File: config.mk
export PLATFORM = sky130hd
export DESIGN_NAME = refresh_sched
export DESIGN_NICKNAME = d
export VERILOG_FILES = /design/src/rtl/refresh_pkg.sv /design/src/rtl/refresh_interval_timer.sv /design/src/rtl/refresh_debt_counter.sv /design/src/rtl/refresh_holdoff_timer.sv /design/src/rtl/refresh_sched.sv
export SDC_FILE = /design/constraint.sdc
export NUM_CORES = 1
export LEC_CHECK = 0
export BUFFER_PORTS_ARGS = -buffer_cell sky130_fd_sc_hd__buf_2
export CORE_MARGIN = 1
export CORE_UTILIZATION = 50
export CTS_CLUSTER_DIAMETER = 30
export DETAILED_ROUTE_END_ITERATION = 10
export GPL_ROUTABILITY_DRIVEN = 1
export PLACE_DENSITY = 0.7
export REMOVE_ABC_BUFFERS = 1
export SKIP_CTS_REPAIR_TIMING = 1
export SLEW_MARGIN = 15
export SYNTH_ARGS = -nofsm -noshare
export SYNTH_HDL_FRONTEND = slang
export SYNTH_HIERARCHICAL = 1
export SYNTH_SLANG_ARGS = --single-unit
File: constraint.sdc
create_clock -name clk_i -period 2.52 [get_ports clk_i]
set_clock_uncertainty 0.1 [all_clocks]
set_input_delay 0.378 -clock clk_i [delete_from_list [all_inputs] [get_ports clk_i]]
set_output_delay 0.378 -clock clk_i [all_outputs]
set_load 0.1 [all_outputs]
File: src/rtl/refresh_pkg.sv
package refresh_pkg;
  function automatic int unsigned cnt_w(input int unsigned n);
    return (n < 2) ? 1 : $clog2(n);
  endfunction
endpackage

File: src/rtl/refresh_interval_timer.sv
module refresh_interval_timer #(
  parameter int unsigned PERIOD = 780
) (
  input  logic clk_i,
  input  logic rst_ni,
  output logic tick_o
);
  localparam int unsigned W = refresh_pkg::cnt_w(PERIOD);
  localparam logic [W-1:0] LAST = W'(PERIOD - 1);

  logic [W-1:0] cnt_q;

  always_ff @(posedge clk_i or negedge rst_ni) begin
    if (!rst_ni)            cnt_q <= '0;
    else if (cnt_q == LAST) cnt_q <= '0;
    else                    cnt_q <= cnt_q + 1'b1;
  end

  assign tick_o = (cnt_q == LAST);

  generate
    if (PERIOD > 1) begin : g_chk
      p_tick_single_r10: assert property (@(posedge clk_i) disable iff (!rst_ni)
        tick_o |=> !tick_o);
    end
  endgenerate
endmodule

File: src/rtl/refresh_debt_counter.sv
module refresh_debt_counter #(
  parameter int unsigned MAX_DEBT = 8,
  localparam int unsigned DW = $clog2(MAX_DEBT + 1)
) (
  input  logic          clk_i,
  input  logic          rst_ni,
  input  logic          inc_i,
  input  logic          dec_i,
  output logic [DW-1:0] debt_o,
  output logic          full_o
);
  localparam logic [DW-1:0] LIMIT = DW'(MAX_DEBT);

  logic [DW-1:0] debt_q, debt_d;

  always_comb begin
    debt_d = debt_q;
    unique case ({inc_i, dec_i})
      2'b10:   if (debt_q != LIMIT) debt_d = debt_q + 1'b1;
      2'b01:   if (debt_q != '0)    debt_d = debt_q - 1'b1;
      default: debt_d = debt_q;
    endcase
  end

  always_ff @(posedge clk_i or negedge rst_ni) begin
    if (!rst_ni) debt_q <= '0;
    else         debt_q <= debt_d;
  end

  assign debt_o = debt_q;
  assign full_o = (debt_q == LIMIT);

  p_inc_r2: assert property (@(posedge clk_i) disable iff (!rst_ni)
    inc_i && !dec_i && !full_o |=> debt_o == $past(debt_o) + 1'b1);
  p_sat_hold_r3: assert property (@(posedge clk_i) disable iff (!rst_ni)
    inc_i && !dec_i && full_o |=> full_o);
  p_dec_r6: assert property (@(posedge clk_i) disable iff (!rst_ni)
    dec_i && !inc_i && debt_o != '0 |=> debt_o == $past(debt_o) - 1'b1);
  p_both_r9: assert property (@(posedge clk_i) disable iff (!rst_ni)
    inc_i && dec_i |=> $stable(debt_o));
endmodule

File: src/rtl/refresh_holdoff_timer.sv
module refresh_holdoff_timer #(
  parameter int unsigned HOLD = 4
) (
  input  logic clk_i,
  input  logic rst_ni,
  input  logic start_i,
  output logic busy_o
);
  generate
    if (HOLD > 1) begin : g_cnt
      localparam int unsigned W = refresh_pkg::cnt_w(HOLD);
      localparam logic [W-1:0] LOAD = W'(HOLD - 1);
      logic [W-1:0] cnt_q;

      always_ff @(posedge clk_i or negedge rst_ni) begin
        if (!rst_ni)           cnt_q <= '0;
        else if (start_i)      cnt_q <= LOAD;
        else if (cnt_q != '0)  cnt_q <= cnt_q - 1'b1;
      end

      assign busy_o = (cnt_q != '0);

      p_busy_after_start_r8: assert property (@(posedge clk_i) disable iff (!rst_ni)
        start_i |=> busy_o);
    end else begin : g_none
      assign busy_o = 1'b0;
    end
  endgenerate
endmodule

File: src/rtl/refresh_sched.sv
module refresh_sched #(
  parameter int unsigned INTERVAL_CYCLES = 780,
  parameter int unsigned MAX_DEBT        = 8,
  parameter int unsigned TRFC_CYCLES     = 4,
  localparam int unsigned DW = $clog2(MAX_DEBT + 1)
) (
  input  logic          clk_i,
  input  logic          rst_ni,
  input  logic          ack_i,
  output logic          req_o,
  output logic          urgent_o,
  output logic [DW-1:0] debt_o
);
  logic tick, accept, busy, full;
  logic [DW-1:0] debt;

  refresh_interval_timer #(.PERIOD(INTERVAL_CYCLES)) u_timer (
    .clk_i (clk_i),
    .rst_ni(rst_ni),
    .tick_o(tick)
  );

  refresh_debt_counter #(.MAX_DEBT(MAX_DEBT)) u_debt (
    .clk_i (clk_i),
    .rst_ni(rst_ni),
    .inc_i (tick),
    .dec_i (accept),
    .debt_o(debt),
    .full_o(full)
  );

  refresh_holdoff_timer #(.HOLD(TRFC_CYCLES)) u_hold (
    .clk_i  (clk_i),
    .rst_ni (rst_ni),
    .start_i(accept),
    .busy_o (busy)
  );

  // only a pending, unblocked request can be consumed
  assign accept   = ack_i & req_o;
  assign req_o    = (debt != '0) & ~busy;
  assign urgent_o = full;
  assign debt_o   = debt;

  p_urgent_req_r4: assert property (@(posedge clk_i) disable iff (!rst_ni)
    urgent_o && !busy |-> req_o);
  p_ack_ignored_r7: assert property (@(posedge clk_i) disable iff (!rst_ni)
    ack_i && !req_o && !tick |=> $stable(debt_o));
  p_no_req_idle_r5: assert property (@(posedge clk_i) disable iff (!rst_ni)
    debt_o == '0 |-> !req_o);

  generate
    if (TRFC_CYCLES > 1) begin : g_gap
      p_req_gap_r8: assert property (@(posedge clk_i) disable iff (!rst_ni)
        accept |=> !req_o);
    end
  endgenerate
endmodule

==> impl_metrics.ini <==
[detailed_routing]
first_pass_iters = 7
drt-total-wl_microns = 1610
drc_errors = 2
drtIter0Drc = 6
viasPerCell = 5.75
vias = 644
antenna_left = 0
wl_per_cell_microns = 14.4

[setup_path]
cp_cell_sequence = ha_1 -> nand3b_1 -> nor4bb_2 -> buf_4 -> nor3b_1 -> o21bai_4 -> mux2_4
startpoint_type = flop
critPathMaxFanout = 9
critical_path_arrival_ns = 2.44
path_class = flop to flop
end_kind = flop
max_stage_delay_ns = 0.44
slowest_stage = dfrtp_1
critPathRequiredTime_ns = 2.60

[place]
dp_cells = 107
gp_congestion = 0.818
place_ws_ns = 0.227
dpl.hpwl_microns = 1180
port_buffers = 8

[run_status]
status = complete, but fails checks
violations = design-rule violations

[cells_and_area]
fin_cells = 112
fin_nets = 103
n_fill_cell = 126
layout-drive-gt1-share_pct = 29.2
antenna_cells = 0
syn_to_final_growth_pct = 17.9
final_common_cell = dfrtp_1
utilization_pct = 65.0
layout_common_cells = 16 x dfrtp_1, 8 x nor2_1, 8 x buf_2, 7 x nand3_1, 6 x xor2_1

[clock_tree]
h-tree-depth = 1
cts_tree = yes
clockBufferDepth = 2
root_buffer = clkbuf_4
numCtsBuffers = 3
cts.sink_count = 16
cts.clk_slew.worst_paths_ns = 0.10
clk-insertion-delay-late_ns = 0.29

[run]
drv_cap = 0

[sta]
final_hold_viol_count = 0
fin_setup_tns_ns = 0
fmax_mhz = 423
worstMarginPinSlew_ns = 0.618
layout_setup_ws_ns = 0.158
finalCritPeriodShare_pct = 93.7
relSlewSlack_pct = 58.4
setup_viol = 0
min_period_ns = 2.36
slew_violations = 0

[floorplan]
dieArea_sq_mm = 0.00189
rows = 14
fp.dieH_microns = 43.5
die_width_microns = 43.5
core_sq_mm = 0.00156
start_util_pct = 55.1
io_pins = 9

[min_path]
hold_class = input port to async pin

[logic_synthesis]
ys_dominant_reg_cell = dfrtp_1
ys_warn_count = 6
synth_cells = 79
synth_area_sq_um = 860
netlist-cell-type-count = 31
synth-async-reset-ratio_pct = 100
synth_enable_flop_cells = 0
ys_ff_latch = 16
syn_avg_cell_area_sq_um = 10.9
synth-seq-area-share_pct = 46.6

[global_route]
grt_pass1_wl_microns = 2800
grtUsageTotal_pct = 20.5
grt-ovfl-total = 0
antenna_found_initial = 0
grt_max_degree = 17
grt_pass1_vias = 608

[power_and_ir_drop]
power_density_mw_per_mm2 = 1040
power_leakage_uw = 0.000441
p_total_uw = 1050
peakVddDrop_uv = 1220
==> final cells by class <==
cell class	count	area (sq um)	share of cell area (%)
Clock buffer	4	36.3	3.58
Timing Repair Buffer	14	87.6	8.64
Inverter	4	15.0	1.48
Tap cell	16	20.0	1.98
Multi-Input combinational cell	58	454	44.8
Sequential cell	16	400	39.5
==> stage by stage <==
stage                     hold slack [ns]  area, sq um
after CTS                          -0.120          990
after global placement              0.212          953
after detailed placement            0.213          953
after global routing                0.450         1010
final                               0.407         1010
after floorplan                   -0.0176          856
==> cells in the mapped netlist (2+ instances only) <==
master    number  area share [%]
ha_1           3             4.4
xnor2_1        4             4.1
a21oi_1        3             1.7
nor3b_1        2             1.7
nand3_1        7             4.1
inv_1          4             1.7
dfrtp_1       16              47
xor2_1         6             6.1
nor4_1         2             1.5
nand2b_1       3             2.2
nor2_1         8             3.5
o21ai_0        2             1.2
==> cell families after synthesis <==
group / after synthesis / share of synthesized area, %
AND/OR/NAND/NOR: 35 / 27.1
flip-flops: 16 / 46.6
XOR/XNOR: 10 / 10.2
AO/OA/AOI/OAI: 9 / 7.86
buffers and inverters: 5 / 2.18
adder cells (fa/ha/maj): 3 / 4.37
multiplexers: 1 / 1.75
==> metal layers <==
layer	share of wire [%]	wire [microns]	global-route usage, %
met5	0	0	0
met3	2.0	32	3.75
met4	1.7	27	11.3
met2	47	751	29.7
met1	50	803	29.2
==> power by group <==
group	switching [uW]	internal (uW)	total (uW)
clock	84.7	88.2	173
sequential	55.7	300	356
combinational	369	153	522
total	509	541	1050
==> sequential cells by signal, indices dropped and copies added, names as in the netlist <==
| signal | cells |
|---|---|
| u_hold/g_cnt.cnt_q | 2 |
| u_debt/debt_o | 4 |
| u_timer/cnt_q | 10 |
==> critical path, delay by kind of cell, from the launching register on <==
kind | cells | cell delay [ns]
AND/OR/NAND/NOR | 3 | 0.76
AO/OA/AOI/OAI | 1 | 0.19
buffers and inverters | 1 | 0.24
flip-flops | 1 | 0.44
multiplexers | 1 | 0.31
adder cells (fa/ha/maj) | 1 | 0.21
==> worst paths after layout <==
path,from,end,slack (ns),depth (start not counted)
max,u_timer/cnt_q[0]$_DFF_PN0_,u_debt/debt_o[1]$_DFFE_PN0P_,0.16,7
min,rst_ni,u_hold/g_cnt.cnt_q[0]$_DFFE_PN0P_,0.41,2
max reg2reg,u_timer/cnt_q[0]$_DFF_PN0_,u_debt/debt_o[1]$_DFFE_PN0P_,0.16,7
min reg2reg,u_hold/g_cnt.cnt_q[0]$_DFFE_PN0P_,u_hold/g_cnt.cnt_q[0]$_DFFE_PN0P_,0.43,2
max in group asynchronous,rst_ni,u_timer/cnt_q[9]$_DFF_PN0_,1.65,2
min in group clk_i,u_hold/g_cnt.cnt_q[0]$_DFFE_PN0P_,u_hold/g_cnt.cnt_q[0]$_DFFE_PN0P_,0.43,2
No activity file was read; power rests on OpenSTA's default activity.
